## src/rtl/msi_irq_pkg.sv

```systemverilog
// Package msi_irq_pkg
// Shared type and helper functions for the interrupt to MSI request
// controller. Assumes the configuration shadows are single-bit copies
// kept current by the configuration space logic elsewhere.
package msi_irq_pkg;

    // Shadow copies of the configuration bits the block depends on.
    typedef struct packed {
        logic msi_on;     // MSI enable flag of the capability
        logic mem_on;     // Command: memory-space decoding
        logic master_on;  // Command: bus mastering
        logic intx_off;   // Command: interrupt-disable flag
    } cfg_shadow_t;

    // State of the request sequencer.
    typedef enum logic [1:0] {
        ST_ARMED = 2'd0,
        ST_REQ   = 2'd1,
        ST_SPENT = 2'd2
    } arm_state_t;

    // A message may leave only with all three grants present.
    function automatic logic may_send(input cfg_shadow_t c);
        return c.msi_on & c.mem_on & c.master_on;
    endfunction

    // The level path is live only when neither MSI nor the disable flag is set.
    function automatic logic legacy_allowed(input cfg_shadow_t c);
        return ~c.intx_off & ~c.msi_on;
    endfunction

endpackage

```

## src/rtl/msi_cfg_gate.sv

```systemverilog
// Module msi_cfg_gate
// Combines the configuration shadows into a send permission for the
// message path and drives the legacy level interrupt. Purely
// combinational; assumes the shadows are already in the clk domain.
module msi_cfg_gate
    import msi_irq_pkg::*;
(
    input  cfg_shadow_t cfg,
    input  logic        irq_any,
    output logic        send_ok,
    output logic        intx_out
);

    // Permission and legacy level from the shadow bits.
    always_comb begin
        send_ok  = may_send(cfg);
        intx_out = irq_any & legacy_allowed(cfg);
    end

endmodule

```

## src/rtl/msi_arm_seq.sv

```systemverilog
// Module msi_arm_seq
// Three-state sequencer: armed, request outstanding, spent. Raises one
// request per interrupt episode and re-arms only when every line has
// been seen low. Assumes acknowledge is meaningful only while the
// request is raised; a stray acknowledge is ignored.
module msi_arm_seq
    import msi_irq_pkg::*;
(
    input  logic clk,
    input  logic rst_n,
    input  logic irq_any,
    input  logic send_ok,
    input  logic ack,
    output logic req
);

    arm_state_t state_q;
    arm_state_t state_d;

    // Next-state choice for the episode tracker.
    always_comb begin
        state_d = state_q;
        unique case (state_q)
            ST_ARMED: if (send_ok && irq_any) state_d = ST_REQ;
            ST_REQ:   if (ack)                state_d = ST_SPENT;
            ST_SPENT: if (!irq_any)           state_d = ST_ARMED;
            default:                          state_d = ST_ARMED;
        endcase
    end

    // State register with synchronous active-low reset into the armed state.
    always_ff @(posedge clk) begin
        if (!rst_n) state_q <= ST_ARMED;
        else        state_q <= state_d;
    end

    // Request is a decode of the registered state.
    assign req = (state_q == ST_REQ);

endmodule

```

## src/rtl/msi_status_port.sv

```systemverilog
// Module msi_status_port
// Read-only register port. One offset returns the live interrupt
// vector zero-extended to the data width; every other offset reads
// zero. Read data is registered and held between strobes.
module msi_status_port #(
    parameter int unsigned NUM_IRQ       = 4,
    parameter int unsigned DATA_W        = 32,
    parameter int unsigned ADDR_W        = 8,
    parameter int unsigned STATUS_OFFSET = 'h40
) (
    input  logic              clk,
    input  logic              rst_n,
    input  logic [NUM_IRQ-1:0] irq_vec,
    input  logic              rd_en,
    input  logic [ADDR_W-1:0] rd_addr,
    output logic [DATA_W-1:0] rd_data
);

    localparam logic [ADDR_W-1:0] STATUS_ADDR = ADDR_W'(STATUS_OFFSET);

    logic [DATA_W-1:0] status_word;

    // Zero-extend the vector bit by bit into the status word.
    for (genvar b = 0; b < DATA_W; b++) begin : g_ext
        if (b < NUM_IRQ) begin : g_live
            assign status_word[b] = irq_vec[b];
        end else begin : g_pad
            assign status_word[b] = 1'b0;
        end
    end

    // Capture the addressed word on a read strobe.
    always_ff @(posedge clk) begin
        if (!rst_n) begin
            rd_data <= '0;
        end else if (rd_en) begin
            rd_data <= (rd_addr == STATUS_ADDR) ? status_word : '0;
        end
    end

endmodule

```

## src/rtl/msi_irq_ctrl.sv

```systemverilog
// Module msi_irq_ctrl
// Top of the interrupt to MSI request controller. Folds the interrupt
// vector into single message requests gated by the configuration
// shadows, drives the legacy level interrupt, and serves the status
// read. Assumes all inputs are synchronous to clk.
module msi_irq_ctrl
    import msi_irq_pkg::*;
#(
    parameter int unsigned NUM_IRQ       = 4,
    parameter int unsigned DATA_W        = 32,
    parameter int unsigned ADDR_W        = 8,
    parameter int unsigned STATUS_OFFSET = 'h40
) (
    input  logic               clk,
    input  logic               rst_n,
    input  logic [NUM_IRQ-1:0] irq_in,
    input  logic               cfg_msi_enable,
    input  logic               cfg_mem_space,
    input  logic               cfg_bus_master,
    input  logic               cfg_intx_disable,
    input  logic               msi_ack,
    input  logic               rd_en,
    input  logic [ADDR_W-1:0]  rd_addr,
    output logic               msi_req,
    output logic               intx_irq,
    output logic [DATA_W-1:0]  rd_data
);

    cfg_shadow_t cfg_view;
    logic        irq_any;
    logic        send_ok;

    // Gather the shadows and reduce the vector.
    always_comb begin
        cfg_view.msi_on    = cfg_msi_enable;
        cfg_view.mem_on    = cfg_mem_space;
        cfg_view.master_on = cfg_bus_master;
        cfg_view.intx_off  = cfg_intx_disable;
        irq_any            = |irq_in;
    end

    msi_cfg_gate u_gate (
        .cfg      (cfg_view),
        .irq_any  (irq_any),
        .send_ok  (send_ok),
        .intx_out (intx_irq)
    );

    msi_arm_seq u_seq (
        .clk     (clk),
        .rst_n   (rst_n),
        .irq_any (irq_any),
        .send_ok (send_ok),
        .ack     (msi_ack),
        .req     (msi_req)
    );

    msi_status_port #(
        .NUM_IRQ       (NUM_IRQ),
        .DATA_W        (DATA_W),
        .ADDR_W        (ADDR_W),
        .STATUS_OFFSET (STATUS_OFFSET)
    ) u_status (
        .clk     (clk),
        .rst_n   (rst_n),
        .irq_vec (irq_in),
        .rd_en   (rd_en),
        .rd_addr (rd_addr),
        .rd_data (rd_data)
    );

endmodule

```

## config.mk

```make
export PLATFORM = sky130hd
export DESIGN_NAME = msi_irq_ctrl
export DESIGN_NICKNAME = d
export VERILOG_FILES = /design/src/rtl/msi_irq_pkg.sv /design/src/rtl/msi_cfg_gate.sv /design/src/rtl/msi_arm_seq.sv /design/src/rtl/msi_status_port.sv /design/src/rtl/msi_irq_ctrl.sv
export SDC_FILE = /design/constraint.sdc
export NUM_CORES = 1
export LEC_CHECK = 0
export BUFFER_PORTS_ARGS = -buffer_cell sky130_fd_sc_hd__buf_4
export CAP_MARGIN = 30
export CORE_MARGIN = 2
export CORE_UTILIZATION = 30
export CTS_BUF_LIST = sky130_fd_sc_hd__clkbuf_16
export CTS_CLUSTER_SIZE = 16
export DETAILED_ROUTE_END_ITERATION = 10
export PLACE_DENSITY_LB_ADDON = 0.2
export RECOVER_POWER = 25
export REMOVE_ABC_BUFFERS = 1
export SKIP_CTS_REPAIR_TIMING = 1
export SYNTH_ARGS = -nofsm -noshare
export SYNTH_HDL_FRONTEND = slang
export SYNTH_SLANG_ARGS = --single-unit
```

## constraint.sdc

```tcl
create_clock -name clk -period 0.8 [get_ports clk]
set_input_delay 0.04 -clock clk [delete_from_list [all_inputs] [get_ports clk]]
set_output_delay 0.04 -clock clk [all_outputs]
set_load 0.05 [all_outputs]
```

==> run_results.csv, run 1 <==
group,metric,value,unit
grt,largest_net_degree_at_the_start_of_global_routing,11,
worst_setup_path,critPathMaxFanout,4,
timing,achievable-frequency,1090,MHz
clocking,tritoncts_num_sinks,6,
drt,detail_route.drc_violations,0,
placement,detailedPlacementHpwl,783.8,um
pwr,total_power,1.547,mW
die,placementRows,14,
die,ios,54,
finish,share_of_final_layout_standard_cells_stronger_than_drive_strength_1,39.77,%
finish,nNetsFinal,110,
drt,vias_cell,4.058,
yosys,syn_inst,61,
drt,firstDrtPassIters,3,
timing,grt_setup_unrepaired,"true",
die,die_height,45.10,um
clocking,worstSkewPairLatency,0.23,ns
yosys,yosysWarnings,0,
die,die-width,45.10,um
worst_setup_path,ff2ff_path_depth,2,
drt,antenna_violating_nets_post_route,0,
timing,timing.final.ws_setup,-0.1174,ns
grt,first_pass_grt_wire_length,1366,um
grt,gr-total-overflow,0,
timing,post-route-min-period,0.9174,ns
worst_setup_path,critical_path.startpoint_type,"flip-flop",
worst_hold_path,hold_depth,3,
outcome,run_status,"finished, violations left",
drt,drt-total-wl,980,um
clocking,cts.clk_slew.worst_paths,0.03,ns
timing,setup-tns-final,-0.2232,ns
clocking,tritoncts.num_buffers,3,
outcome,failing_checks,"setup timing",
placement,worst_setup_slack_post_dpl,-0.08215,ns
clocking,cts_root_buffer,"sky130_fd_sc_hd__clkbuf_16",
placement,io_buffer_count,25,
yosys,syn-mean-instance-area,8.307,um2
timing,period_share,114.7,%
placement,place.gp.congestion,0.6887,
timing,final-setup-viol-count,3,
worst_setup_path,slowest_delay,0.33,ns
worst_setup_path,worst_setup_path_class,"reg -> out",
die,die_area,2034,um2
worst_setup_path,kind_of_end_point_of_the_critical_path,"output port",
yosys,yosysSeqAreaShare,23.70,%
flow_run,max-cap-violations,0,
clocking,cts_tree,"done",
grt,grt_pass1_vias,334,
timing,hold_violations,0,
worst_setup_path,path_cells,"nor2b_4 -> buf_8",
worst_setup_path,crit_slowest_cell,"sky130_fd_sc_hd__dfxtp_2",
pwr,leakage,0.3493,nW
die,floorplan.initialDensity,32.87,%
drt,vias,422,
yosys,synth_cell_types,19,
yosys,synth_seq_cells,6,
grt,globalRouteTotalUtil,9.810,%
grt,grt_antenna_before_repair,0,
pwr,powerDensity,2162,nW/um2
clocking,clock_tree.buffer_depth,2,
clocking,clock_tree.htree_level_count,1,
drt,first_iter_violations,6,
drt,wl_per_cell,9.423,um
die,design.core.area,1541,um2
worst_setup_path,worst_ep_arrival_time,0.88,ns
yosys,netlist_area,506.7,um2
worst_hold_path,min_path_type,"in -> reg",
timing,finalClockSkew,0.0008499,ns
finish,area_growth,41.23,%
pwr,ir_worst_vdd,1367,uV
timing,final_max_slew_viol_count,0,
finish,antenna-diode-count,0,
worst_setup_path,cp.required,0.76,ns
[path summary, 6_finish.rpt]
kind / to / from / slack [ns]
setup reg to reg: u_seq.state_q[1]$_SDFFE_PN0P_ / u_seq.state_q[1]$_SDFFE_PN0P_ / -0.09
setup / recovery: msi_req / u_seq.state_q[0]$_SDFFE_PN0P_ / -0.12
hold reg to reg: u_status.rd_data[3]$_SDFFE_PN0P_ / u_status.rd_data[3]$_SDFFE_PN0P_ / 0.49
hold / removal: u_seq.state_q[1]$_SDFFE_PN0P_ / msi_ack / 0.08
[metrics by stage]
stage | util [%] | cell area, um2 | hold WS (ns) | std cells
global placement | 39.04 | 601.8 | 0.3118 | 100
floorplan | - | 394.1 | 0.1792 | 59
CTS | 43.91 | 676.9 | 0.07572 | 103
detailed placement | 39.04 | 601.8 | 0.3128 | 100
finish | 46.43 | 715.7 | 0.07864 | 104
global route | 46.43 | 715.7 | 0.09119 | 104
[layout by cell type, fill, tap and decap left out, drive strengths merged]
master and count:
clkbuf 3, inv 1, buf 26, conb 28, nand3b 4, nand4b 1, or3b 1, o21ai 4
a21boi 1, nor2b 1, nand2 2, and3b 1, nor3 1, nand3 4, nor4b 1, dfxtp 6
o22ai 1, nor4 2
[cells by family after synthesis]
group	synth area share (%)
buf+inv	42.96
compound gates	6.668
simple gates	25.93
flops	23.70
other cells	0.7400
[layout make-up]
class | count | area, um2
multi-input cells | 52 | 277.8
well taps | 16 | 20.02
fillers | 157 | 825.8
repair buffers | 26 | 214.0
clock buffers | 3 | 75.07
flip-flops and latches | 6 | 125.1
inverters | 1 | 3.754
[metal layers]
layer  track usage, %  share of wire (%)
met2            13.71                 54
met4            5.294                1.3
met3            5.200                 11
met1            12.01                 34
met5                0                  0
[synthesized netlist by cell type (all sizes together)]
| library cell | number | area, um2 |
|---|---|---|
| or3b | 1 | 8.760 |
| nor4 | 2 | 27.53 |
| nand4b | 1 | 8.760 |
| nand2 | 2 | 7.510 |
| o21ai | 4 | 20.02 |
| a21boi | 1 | 7.510 |
| nand3 | 4 | 20.02 |
| nor2b | 1 | 6.260 |
| nor4b | 1 | 8.760 |
| nor3 | 1 | 5.000 |
| inv | 1 | 3.750 |
| nand3b | 4 | 30.03 |
| o22ai | 1 | 6.260 |
| and3b | 1 | 8.760 |
| clkbuf | 1 | 3.750 |
| conb | 1 | 3.750 |
| dfxtp | 6 | 120.1 |
| buf | 28 | 210.2 |
[state kept, by name (all words and copies together), names as in the netlist]
signal and flops:
u_seq.state_q 2, u_status.rd_data 4
[worst max-delay path: cells and delay by family (launching register included)]
kind / cells / cell delay (ns)
buffers and inverters: 1 / 0.15
AND/OR/NAND/NOR: 1 / 0.16
flip-flops: 1 / 0.33
[power by group]
group          switching (mW)  total (mW)  internal (mW)
Clock                   0.162       0.803          0.641
Combinational           0.347       0.436         0.0886
Sequential            0.00322       0.309          0.305
No activity file was read; power rests on OpenSTA's default activity.
==> inputs of run 2 (changes only) <==
- ABC_AREA: not set -> 1
- CELL_PAD_IN_SITES_DETAIL_PLACEMENT: not set -> 0
- CELL_PAD_IN_SITES_GLOBAL_PLACEMENT: not set -> 1
- CORE_UTILIZATION: 30 -> 19
==> run_results.csv, run 2 <==
group,metric,value,unit
grt,first_pass_grt_wire_length,1511,um
yosys,netlist_area,530.5,um2
yosys,netlist_top_cells_area,"sky130_fd_sc_hd__buf_4 (40%), sky130_fd_sc_hd__dfxtp_1 (23%), sky130_fd_sc_hd__inv_1 (7.1%), sky130_fd_sc_hd__nand3_1 (5.7%), sky130_fd_sc_hd__nand2_1 (5.0%)",
finish,layout.core_utilization,27.70,%
timing,grt_setup_unrepaired,"true",
outcome,failing_checks,"setup timing",
yosys,postSynth.asyncResetShare,0,%
yosys,syn_inst,76,
timing,fin_hold_ws,0.04788,ns
clocking,tritoncts.num_buffers,3,
worst_setup_path,worst_ep_arrival_time,0.89,ns
worst_setup_path,cp.required,0.76,ns
finish,antenna-diode-count,0,
timing,post-route-min-period,0.9288,ns
timing,final-setup-viol-count,1,
placement,io_buffer_count,25,
grt,grt_antenna_before_repair,0,
flow_run,max-cap-violations,0,
grt,gr-total-overflow,0,
grt,largest_net_degree_at_the_start_of_global_routing,9,
yosys,yosysWarnings,0,
yosys,synth_cell_types,14,
finish,nNetsFinal,126,
finish,final_common_cell,"sky130_fd_sc_hd__conb_1",
finish,final_cell_mix,"sky130_fd_sc_hd__conb_1 (28), sky130_fd_sc_hd__buf_4 (21), sky130_fd_sc_hd__inv_1 (9)",
worst_hold_path,worstHoldEndpoint,"u_status.rd_data[2]$_SDFFE_PN0P_",
die,floorplan.initialDensity,19.58,%
outcome,run_status,"finished, violations left",
drt,wl_per_cell,7.496,um
die,ios,54,
yosys,synth_top_cell_area_share,39.62,%
finish,share_of_final_layout_standard_cells_stronger_than_drive_strength_1,32.69,%
die,die-width,56.84,um
clocking,clock_tree.htree_level_count,1,
finish,flip_flop_count_of_the_largest_register_after_layout,4,
placement,place.gp.congestion,0.6551,
finish,area_growth,41.51,%
clocking,clock_tree.buffer_depth,2,
clocking,worstSkewPairLatency,0.23,ns
worst_setup_path,regToRegEndpoint,"u_seq.state_q[0]$_SDFFE_PN0P_",
worst_setup_path,startpoint_of_the_lowest_slack_register_to_register_path,"u_seq.state_q[0]$_SDFFE_PN0P_",
yosys,synth_area_leader_cell,"sky130_fd_sc_hd__buf_4",
worst_setup_path,critPathMaxFanout,3,
worst_setup_path,critical_path.startpoint_type,"flip-flop",
drt,vias_cell,3.415,
worst_hold_path,startpoint_of_the_worst_hold_path,"rd_en",
grt,globalRouteTotalUtil,6.711,%
timing,timing.final.ws_setup,-0.1288,ns
yosys,ys.flop_type,"sky130_fd_sc_hd__dfxtp_1",
clocking,tritoncts_num_sinks,6,
clocking,cts_tree,"done",
drt,firstDrtPassIters,2,
worst_hold_path,min_path_type,"in -> reg",
grt,grt_pass1_vias,377,
worst_setup_path,ff2ff_path_depth,4,
clocking,cts_root_buffer,"sky130_fd_sc_hd__clkbuf_16",
timing,achievable-frequency,1077,MHz
yosys,syn-mean-instance-area,6.980,um2
timing,finalClockSkew,0.00001373,ns
pwr,leakage,0.3960,nW
timing,period_share,116.1,%
placement,detailedPlacementHpwl,855,um
yosys,yosys-top-cells-count,"sky130_fd_sc_hd__buf_4 (28), sky130_fd_sc_hd__inv_1 (10), sky130_fd_sc_hd__nand2_1 (7)",
die,design.core.area,2710,um2
pwr,powerDensity,2161,nW/um2
clocking,cts.clk_slew.worst_paths,0.03,ns
worst_hold_path,hold_depth,2,
finish,top_regs,"u_status.rd_data: 4 flops, u_seq.state_q: 2 flops",
yosys,synth_enable_flop_cells,0,
drt,drt-total-wl,1012,um
die,placementRows,19,
drt,detail_route.drc_violations,0,
yosys,cell_with_the_most_instances_after_synthesis,"sky130_fd_sc_hd__buf_4",
worst_setup_path,kind_of_end_point_of_the_critical_path,"output port",
yosys,synth_seq_cells,6,
yosys,yosysSeqAreaShare,22.64,%
timing,hold_violations,0,
worst_setup_path,worst_setup_path_class,"reg -> out",
pwr,ir_worst_vdd,1093,uV
die,die_area,3231,um2
worst_setup_path,reg2reg_setup_slack,0.01,ns
timing,final_max_slew_viol_count,0,
drt,antenna_violating_nets_post_route,0,
die,die_height,56.84,um
drt,vias,461,
drt,first_iter_violations,11,
finish,largest_register,"u_status.rd_data",
[run 2: cell types whose count changed after synthesis, moves of 2 or more]
cell / previous run / this run
sky130_fd_sc_hd__nand3b_1: 4 / 1
sky130_fd_sc_hd__nor2_2: 0 / 2
sky130_fd_sc_hd__a21oi_1: 0 / 5
sky130_fd_sc_hd__nor2_1: 0 / 3
sky130_fd_sc_hd__nand3_1: 4 / 6
sky130_fd_sc_hd__inv_1: 1 / 10
sky130_fd_sc_hd__nand2_1: 2 / 7
[run 2: where the power goes]
| part | internal [mW] | switching, mW | total (mW) |
|---|---|---|---|
| combinational | 0.108 | 0.392 | 0.501 |
| sequential | 0.316 | 0.0109 | 0.327 |
| clock | 0.640 | 0.155 | 0.795 |
[run 2: layer usage]
metal | routed length (um) | track usage [%]
met2 | 482 | 10.80
met5 | 0 | 0
met4 | 7 | 3.987
met3 | 157 | 4.378
met1 | 364 | 6.362
[run 2: worst max-delay path by stage]
stage | cells past startpoint | from | slack, ns | end
2_1_floorplan | 3 | irq_in[0] | -0.55 | intx_irq
3_3_place_gp | 4 | u_seq.state_q[0]$_SDFFE_PN0P_ | 0.02 | u_seq.state_q[0]$_SDFFE_PN0P_
3_5_place_dp | 4 | u_seq.state_q[0]$_SDFFE_PN0P_ | 0.007 | u_seq.state_q[0]$_SDFFE_PN0P_
4_1_cts | 3 | u_seq.state_q[0]$_SDFFE_PN0P_ | -0.17 | msi_req
5_1_grt | 3 | u_seq.state_q[0]$_SDFFE_PN0P_ | -0.16 | msi_req
6_report | 3 | u_seq.state_q[0]$_SDFFE_PN0P_ | -0.13 | msi_req
[run 2: cell families after synthesis]
family / Yosys count / share of synthesized area (%)
buffers and inverters: 38 / 46.70
AOI/OAI and AO/OA: 10 / 9.906
other: 1 / 0.7069
and+or+nand+nor: 21 / 20.05
DFF: 6 / 22.64
[run 2: layout make-up]
cell class                      instances  area, um2
Inverter                               10      37.54
Tap cell                               31      38.79
Sequential cell                         6      121.4
Multi-Input combinational cell         59      264.0
Timing Repair Buffer                   26      214.0
Clock buffer                            3      75.07
Fill cell                             317       1959
[run 2: critical path, cell delays in order (launching register included)]
cell	delay, ns
sky130_fd_sc_hd__dfxtp_2	0.33
sky130_fd_sc_hd__inv_2	0.05
sky130_fd_sc_hd__nor2_4	0.12
sky130_fd_sc_hd__buf_6	0.17
[run 2: through the flow]
| step | cell area, um2 | power (mW) | setup TNS [ns] | cells | setup WS, ns |
|---|---|---|---|---|---|
| 3_5_place_dp | 648.1 | 0.8173 | 0 | 131 | 0.007003 |
| 3_3_place_gp | 648.1 | 0.8160 | 0 | 131 | 0.01603 |
| 2_1_floorplan | 421.7 | 0.7064 | -1.370 | 75 | -0.5477 |
| 6_report | 750.7 | 1.622 | -0.1288 | 135 | -0.1288 |
| 4_1_cts | 723.2 | 1.645 | -0.1717 | 134 | -0.1712 |
| 5_1_grt | 750.7 | 1.695 | -0.2336 | 135 | -0.1600 |
